===== config.mk =====
export PLATFORM = sky130hd
export DESIGN_NAME = rst_domain_ctrl
export DESIGN_NICKNAME = d
export VERILOG_FILES = /design/src/rtl/rdc_pkg.sv /design/src/rtl/rdc_sync.sv /design/src/rtl/rdc_stretch.sv /design/src/rtl/rst_domain_ctrl.sv
export SDC_FILE = /design/constraint.sdc
export NUM_CORES = 1
export LEC_CHECK = 0
export CAP_MARGIN = 40
export CORE_MARGIN = 5
export CORE_UTILIZATION = 35
export DETAILED_ROUTE_END_ITERATION = 16
export DONT_BUFFER_PORTS = 1
export GPL_TIMING_DRIVEN = 0
export PLACE_DENSITY = 0.52
export SLEW_MARGIN = 10
export SYNTH_ARGS = -nofsm -noshare
export SYNTH_HDL_FRONTEND = slang
export SYNTH_SLANG_ARGS = --single-unit

===== constraint.sdc =====
create_clock -name clk -period 0.87 [get_ports clk]
set_input_delay 0.087 -clock clk [delete_from_list [all_inputs] [get_ports clk]]
set_output_delay 0.087 -clock clk [all_outputs]
set_load 0.1 [all_outputs]

===== src/rtl/rdc_pkg.sv =====
package rdc_pkg;

    typedef enum logic {
        ST_IDLE,
        ST_HOLD
    } stretch_state_t;

    localparam int DOM_DBG  = 0;
    localparam int DOM_SYS  = 1;
    localparam int DOM_CORE = 2;
    localparam int DOM_TAP  = 3;
    localparam int NUM_DOM  = 4;

endpackage


===== src/rtl/rdc_sync.sv =====
module rdc_sync #(
    parameter int STAGES = 2
) (
    input  logic clk,
    input  logic arst_n,
    output logic rst_n
);
    logic [STAGES-1:0] shift_q;

    // Assert at once, release by shifting ones through the chain.
    always_ff @(posedge clk or negedge arst_n) begin
        if (!arst_n) shift_q <= '0;
        else         shift_q <= {shift_q[STAGES-2:0], 1'b1};
    end

    assign rst_n = shift_q[STAGES-1];
endmodule


===== src/rtl/rdc_stretch.sv =====
module rdc_stretch
    import rdc_pkg::*;
#(
    parameter int MIN_CYC = 4
) (
    input  logic clk,
    input  logic rst_n,
    input  logic req,
    output logic active
);
    localparam int CW = (MIN_CYC > 2) ? $clog2(MIN_CYC) : 1;
    localparam logic [CW-1:0] LOAD = CW'(MIN_CYC - 1);

    stretch_state_t state_q, state_d;
    logic [CW-1:0]  cnt_q, cnt_d;

    // State register
    always_ff @(posedge clk or negedge rst_n) begin
        if (!rst_n) begin
            state_q <= ST_IDLE;
            cnt_q   <= '0;
        end else begin
            state_q <= state_d;
            cnt_q   <= cnt_d;
        end
    end

    // Next-state logic: arm, retrigger, count, done
    always_comb begin
        state_d = state_q;
        cnt_d   = cnt_q;
        unique case (state_q)
            ST_IDLE: begin
                if (req) begin
                    state_d = ST_HOLD;
                    cnt_d   = LOAD;
                end
            end
            ST_HOLD: begin
                if (req) begin
                    cnt_d = LOAD;
                end else if (cnt_q == '0) begin
                    state_d = ST_IDLE;
                end else begin
                    cnt_d = cnt_q - 1'b1;
                end
            end
            default: state_d = ST_IDLE;
        endcase
    end

    // Outputs
    always_comb begin
        active = (state_q == ST_HOLD);
    end
endmodule


===== src/rtl/rst_domain_ctrl.sv =====
module rst_domain_ctrl
    import rdc_pkg::*;
#(
    parameter int MIN_CYC     = 4,
    parameter int SYNC_STAGES = 2
) (
    input  logic clk,
    input  logic por_n,
    input  logic trst_n,
    input  logic sys_req,
    input  logic core_req,
    output logic dbg_rst_n,
    output logic sys_rst_n,
    output logic core_rst_n,
    output logic tap_rst_n
);
    logic               sys_act;
    logic               core_act;
    logic [NUM_DOM-1:0] dom_arst_n;
    logic [NUM_DOM-1:0] dom_rst_n;

    // Source-to-domain mapping (nested: debug outermost)
    always_comb begin
        dom_arst_n[DOM_DBG]  = por_n;
        dom_arst_n[DOM_SYS]  = por_n & ~sys_act;
        dom_arst_n[DOM_CORE] = por_n & ~sys_act & ~core_act;
        dom_arst_n[DOM_TAP]  = por_n & trst_n;
    end

    for (genvar g = 0; g < NUM_DOM; g++) begin : g_sync
        rdc_sync #(.STAGES(SYNC_STAGES)) u_sync (
            .clk    (clk),
            .arst_n (dom_arst_n[g]),
            .rst_n  (dom_rst_n[g])
        );
    end

    // Request stretchers live in the debug domain
    rdc_stretch #(.MIN_CYC(MIN_CYC)) u_sys_str (
        .clk    (clk),
        .rst_n  (dom_rst_n[DOM_DBG]),
        .req    (sys_req),
        .active (sys_act)
    );

    rdc_stretch #(.MIN_CYC(MIN_CYC)) u_core_str (
        .clk    (clk),
        .rst_n  (dom_rst_n[DOM_DBG]),
        .req    (core_req),
        .active (core_act)
    );

    assign dbg_rst_n  = dom_rst_n[DOM_DBG];
    assign sys_rst_n  = dom_rst_n[DOM_SYS];
    assign core_rst_n = dom_rst_n[DOM_CORE];
    assign tap_rst_n  = dom_rst_n[DOM_TAP];
endmodule


==> results of run 1 <==
-- worst paths after layout --
| path | start | to | slack [ns] | cells after the start |
|---|---|---|---|---|
| setup / recovery | u_core_str.cnt_q[1] | u_core_str.cnt_q[1] | -0.20 | 4 |
| hold reg to reg | g_sync[0].u_sync.shift_q[1] | u_core_str.active | 0.24 | 0 |
| hold / removal | core_req | u_core_str.cnt_q[1] | -0.08 | 1 |
| max in group asynchronous | u_sys_str.active | g_sync[2].u_sync.shift_q[1] | 0.21 | 2 |
| min in group asynchronous | por_n | g_sync[0].u_sync.shift_q[1] | 0.06 | 1 |
| setup reg to reg | u_core_str.cnt_q[1] | u_core_str.cnt_q[1] | -0.20 | 4 |
-- synthesized netlist by cell type --
master    number  area [µm²]
nor2_1         3        11.3
nor3b_1        1        7.51
dfrtp_1       14         350
nand2b_1       3        18.8
inv_1          4        15.0
and2_1         1        6.26
and4bb_2       1        12.5
a21oi_1        3        15.0
and2b_2        1        8.76
a211o_1        1        8.76
nor4bb_1       2        20.0
nand2b_4       1        13.8
nor2b_1        1        6.26
ha_1           2        25.0
conb_1         1        3.75
-- repair_timing --
| action | 4_1_cts | 5_1_grt |
|---|---|---|
| hold endpoints to repair | 14 | 2 |
| endpoints found under the setup margin | 10 | 10 |
| gates resized for setup | 12 | 0 |
| gates cloned | 0 | 0 |
| pin swaps | 3 | 0 |
| setup buffers | 4 | 2 |
-- metrics by stage --
stage	setup WS, ns	cells	utilization	cell area [µm²]
after floorplan	-0.206	42	-	554
after global placement	-0.219	58	0.395	574
after detailed placement	-0.267	58	0.395	574
after CTS	-0.201	69	0.493	717
after global routing	-0.247	71	0.503	732
final	-0.199	71	0.503	732
-- layout by cell type (no fill, tap or decap), types with 2 or more instances in the layout --
cell / count
dfrtp_1: 10
buf_4: 6
dlygate4sd3_1: 3
nand2b_4: 2
a21oi_1: 2
conb_1: 4
inv_2: 4
dfrtp_4: 4
clkbuf_4: 3
ha_4: 2
nand2b_1: 2
nor2_1: 3
-- flip-flops by register name, summed over array words and instances (netlist names) --
| signal | flops |
|---|---|
| u_sys_str.active | 1 |
| u_sys_str.cnt_q | 2 |
| u_core_str.cnt_q | 2 |
| u_core_str.active | 1 |
| g_sync.u_sync.shift_q | 8 |
-- final cells by class --
| class | instances | area, µm² | area share |
|---|---|---|---|
| Clock buffer | 4 | 36.3 | 0.0496 |
| Inverter | 4 | 15.0 | 0.0205 |
| Multi-Input combinational cell | 24 | 220 | 0.301 |
| Sequential cell | 14 | 365 | 0.499 |
| Tap cell | 16 | 20.0 | 0.0274 |
| Timing Repair Buffer | 9 | 75.1 | 0.103 |
-- power by group through the flow --
stage,combinational (mW),sequential (mW),clock [mW]
after CTS,0.634,0.933,0.463
final,0.698,0.932,0.442
after global routing,0.782,0.943,0.500
after floorplan,0.310,0.909,0
after global placement,0.325,0.922,0
after detailed placement,0.376,0.937,0
-- critical path, cell delays in order, from the launching register on --
cell and delay [ns]:
dfrtp_1 0.37, inv_2 0.05, ha_4 0.25, nor3b_1 0.04
a211o_1 0.26
-- routing by layer --
layer	vias to the layer above	global-route usage	wire, µm
li1	156	-	-
met1	173	0.0856	295
met2	3	0.159	507
met3	0	0.0245	36
met4	0	0.0404	0
met5	-	0	0
-- cell families (layout without fill, tap and decap cells) --
logic type,count (synthesis),after routing,synth area share
AO/OA/AOI/OAI,4,4,0.0454
adder cells (fa/ha/maj),2,2,0.0478
buffers and inverters,4,17,0.0287
flip-flops,14,14,0.670
other,1,4,0.00717
AND/OR/NAND/NOR,14,14,0.201
==> metrics.txt, run 1 <==
Cell Pwr Density 2830 nW/µm²; sinks on the clock net 14; Startpoint Class flip-flop; Final setup viols 10; # H-tree levels 1; Worst Path Max Fanout 2; Clk pin slew, worst setup/hold paths 0.08 ns; syn avg cell area 13.4 µm²; register share of total power 0.450; Nets 63; Fill cells 133; TritonCTS Buffers 3; CTS hold repair buffers 3; ANT nets after route 0; Sw Ratio 0.296; Ys Warns 0; area grow syn2layout 40.0%; Mapped Cells 39; final setup TNS -1.32 ns; detailed-route wire length 838 µm; Max Fclk 0.935 GHz; endpoints failing hold 2; num ports 9; pin count of the biggest net entering global routing 9; worst hold margin -0.0821 ns; Setup CP Type reg -> reg; logic gate share of total power 0.337; Worst Path Arrival 1.23 ns; Core Footprint 1450 µm²; initial antenna violation count 0; Max Cap Violations 0; Detailed Place HPWL 601 µm; clock share of power 0.213; critical path endpoint category flip-flop; Cell variety after synth 15; Die W 48.7 µm; HP Class in -> reg; number of remaining DRC errors 0; Via-to-Cell Ratio 4.68; P_int 1.46 mW; Final Max Tran Viols 0; CTS max path bufs 2; Tmin final 1.07 ns; status finished, violations left; DR iter-0 viols 1; worst skew pair latency 0.27 ns; vias in the first global route 403; routability cong. 0.587; sequential fraction of the synthesis area 0.670; VDD IR-drop max 1.18 mV; first-pass GRT wire length 1610 µm; root buf cell clkbuf_4; Sw Pwr 613 µW; RSZ-0062 raised after global routing true; Seq cells post-synth 14; die area 2370 µm²; Rows 14; Initial DRT Pass Iterations 2; via count 332; Starting Density 0.360; GRT Overall Usage 0.0856; total gr overflow 0; final total power 2.07 mW; share of layout cells above drive strength 1 0.473; IO Port Bufs 0; drt wl/cell 11.8 µm; ANT cells 0; worst setup margin -0.199 ns; Tcrit/Tclk final 1.23; Post-Syn Area 523 µm²; required time worst endpoint 1.03 ns; Static Leak 0.328 nW; Setup Skew 0.00287 ns; CTS tree done; Die H 48.7 µm; failing checks negative hold slack, negative setup slack
Power figures use the tool's default switching activity.
==> run 2: changes to the inputs <==
Settings changed: SETUP_SLACK_MARGIN from default to 0.15, SYNTH_HIERARCHICAL from default to 1.
==> metrics.txt, run 2 <==
r2r worst-path depth 4; area grow syn2layout 30.5%; Detailed Place HPWL 678 µm; pin count of the biggest net entering global routing 9; initial antenna violation count 0; failing checks negative setup slack; vias in the first global route 372; ANT cells 0; Startpoint Class flip-flop; clock share of power 0.244; endpoints failing hold 0; sinks on the clock net 14; Cell Pwr Density 2610 nW/µm²; Via-to-Cell Ratio 4.65; Initial DRT Pass Iterations 2; logic gate share of total power 0.257; Worst Path Arrival 1.21 ns; GRT Overall Usage 0.0876; Post-Syn Area 546 µm²; critical path endpoint category flip-flop; Final Max Tran Viols 0; Setup Skew 0.00352 ns; Crit-path slowest cell dfrtp_1; CTS max path bufs 2; Starting Density 0.366; status finished, violations left; Rows 14; Mapped Nets 50; ys async rst share 1.00; post-place setup slack -0.178 ns; Finished Cell Area 712 µm²; share of layout cells above drive strength 1 0.377; Tcrit/Tclk final 1.20; Sw Ratio 0.313; WHS Path Cells 2; Regs by FF count g_sync.u_sync/shift_q: 8 flops, u_core_str/cnt_q: 2 flops, u_sys_str/cnt_q: 2 flops; syn avg cell area 12.7 µm²; sequential fraction of the synthesis area 0.642; worst setup margin -0.178 ns; Final setup viols 10; Setup CP Type reg -> reg; number of remaining DRC errors 0; most common cell after layout, fill and taps aside dfrtp_1; Tmin final 1.05 ns; num ports 9; largest cells by area after synthesis dfrtp_1, and4bb_1, ha_1; Die W 49.5 µm; Synth Flop Type dfrtp_1; CTS tree done; Clk pin slew, worst setup/hold paths 0.08 ns; root buf cell clkbuf_4; HP Class in -> reg; crit path cell chain inv_1 > ha_1 > and4bb_1 > a21oi_2; Die H 49.5 µm; cell with the most instances after synthesis dfrtp_1; Mapped Cells 43; worst skew pair latency 0.28 ns; RSZ-0062 raised after global routing true; IO Port Bufs 0; ANT nets after route 0; leading area contributor after synthesis dfrtp_1; crit-path max cell delay 0.36 ns; routability cong. 0.678; VDD IR-drop max 1.40 mV; Cell variety after synth 12; R2R setup slack -0.18 ns; Max Fclk 0.955 GHz; Nets 61; total gr overflow 0; hold_sp sys_req; via count 321; Static Leak 0.323 nW; Biggest register g_sync.u_sync/shift_q; detailed-route wire length 953 µm; Worst Path Max Fanout 3; first-pass GRT wire length 1540 µm; Sw Pwr 580 µW; number of flops mapped to enable cells by yosys 0; register share of total power 0.499; RR Startpoint u_core_str/cnt_q[1]; Min-Delay Endpoint u_sys_str/cnt_q[0]; Placed Area 593 µm²; worst r2r dst u_core_str/cnt_q[1]; TritonCTS Buffers 3; max reg flops 8; required time worst endpoint 1.04 ns; # H-tree levels 1; Max Cap Violations 0; P_int 1.28 mW; Yosys top cell area share 0.642; die area 2450 µm²; Core Footprint 1490 µm²; drt wl/cell 13.8 µm; Seq cells post-synth 14; DR iter-0 viols 1; Ys Warns 6
-- run 2: cell count changes after synthesis, sizes merged --
cell / change
a211o: -1
a21oi: +1
and2b: -1
and4bb: +3
conb: +3
nor2: +1
nor4bb: -2
-- run 2: logic make-up after synthesis --
family / count (synthesis) / share of synthesized area
AOI/OAI and AO/OA: 4 / 0.0367
buffers and inverters: 4 / 0.0275
adders and majority gates: 2 / 0.0459
and+or+nand+nor: 15 / 0.220
DFF: 14 / 0.642
other: 4 / 0.0275
-- run 2: cell type report --
class                   count  area, µm²
repair buffers              6       55.1
flip-flops and latches     14        365
well taps                  16       20.0
multi-input cells          25        220
inverters                   4       15.0
fillers                   127        777
clock buffers               4       36.3
-- run 2: worst max-delay path by stage --
stage                     slack [ns]             endpoint                start  cells after the start
final                          -0.18  u_core_str/cnt_q[1]  u_core_str/cnt_q[1]                      4
after global routing           -0.26  u_core_str/cnt_q[1]  u_core_str/cnt_q[1]                      4
after CTS                      -0.18  u_core_str/cnt_q[1]  u_core_str/cnt_q[1]                      4
after detailed placement       -0.18  u_core_str/cnt_q[1]  u_core_str/cnt_q[1]                      4
after global placement         -0.12   u_sys_str/cnt_q[1]   u_sys_str/cnt_q[1]                      4
after floorplan                 -0.1  u_core_str/cnt_q[1]  u_core_str/cnt_q[1]                      4
-- run 2: what timing repair did --
item                       in CTS  in global routing
hold endpoints to repair       13                  0
hold buffers                    4                  0
setup endpoints to repair      10                 10
cloned                          0                  0
pin swaps                       1                  1
resized for setup               1                  7
buffers inserted                2                  0
-- run 2: routing by layer --
layer | vias up | track usage | part of all wire
li1 | 152 | - | -
met1 | 155 | 0.0890 | 0.35
met2 | 14 | 0.133 | 0.53
met3 | 0 | 0.0753 | 0.11
met4 | 0 | 0.0262 | 0
met5 | - | 0 | 0
-- run 2: stage by stage --
| stage | setup TNS (ns) | util | hold slack [ns] | power [mW] | std cells |
|---|---|---|---|---|---|
| after floorplan | -0.340 | - | -0.209 | 1.17 | 43 |
| after global placement | -0.436 | 0.398 | -0.208 | 1.20 | 59 |
| after detailed placement | -0.797 | 0.398 | -0.208 | 1.26 | 59 |
| after CTS | -1.33 | 0.461 | 0.0249 | 1.78 | 69 |
| after global routing | -1.68 | 0.478 | 0.0233 | 1.99 | 69 |
| final | -1.22 | 0.478 | 0.0249 | 1.85 | 69 |
-- run 2: power groups by stage --
stage / registers [mW] / logic (mW) / clock network, mW
floorplan: 0.913 / 0.260 / 0
global placement: 0.926 / 0.273 / 0
detailed placement: 0.942 / 0.317 / 0
CTS: 0.920 / 0.394 / 0.466
global route: 0.945 / 0.545 / 0.496
finish: 0.925 / 0.477 / 0.453
-- run 2: worst max-delay path: cells and delay by family, from the launching register on --
family	cells	cell delay [ns]
DFF	1	0.36
buffers and inverters	1	0.05
and+or+nand+nor	1	0.29
AOI/OAI and AO/OA	1	0.04
adders and majority gates	1	0.21
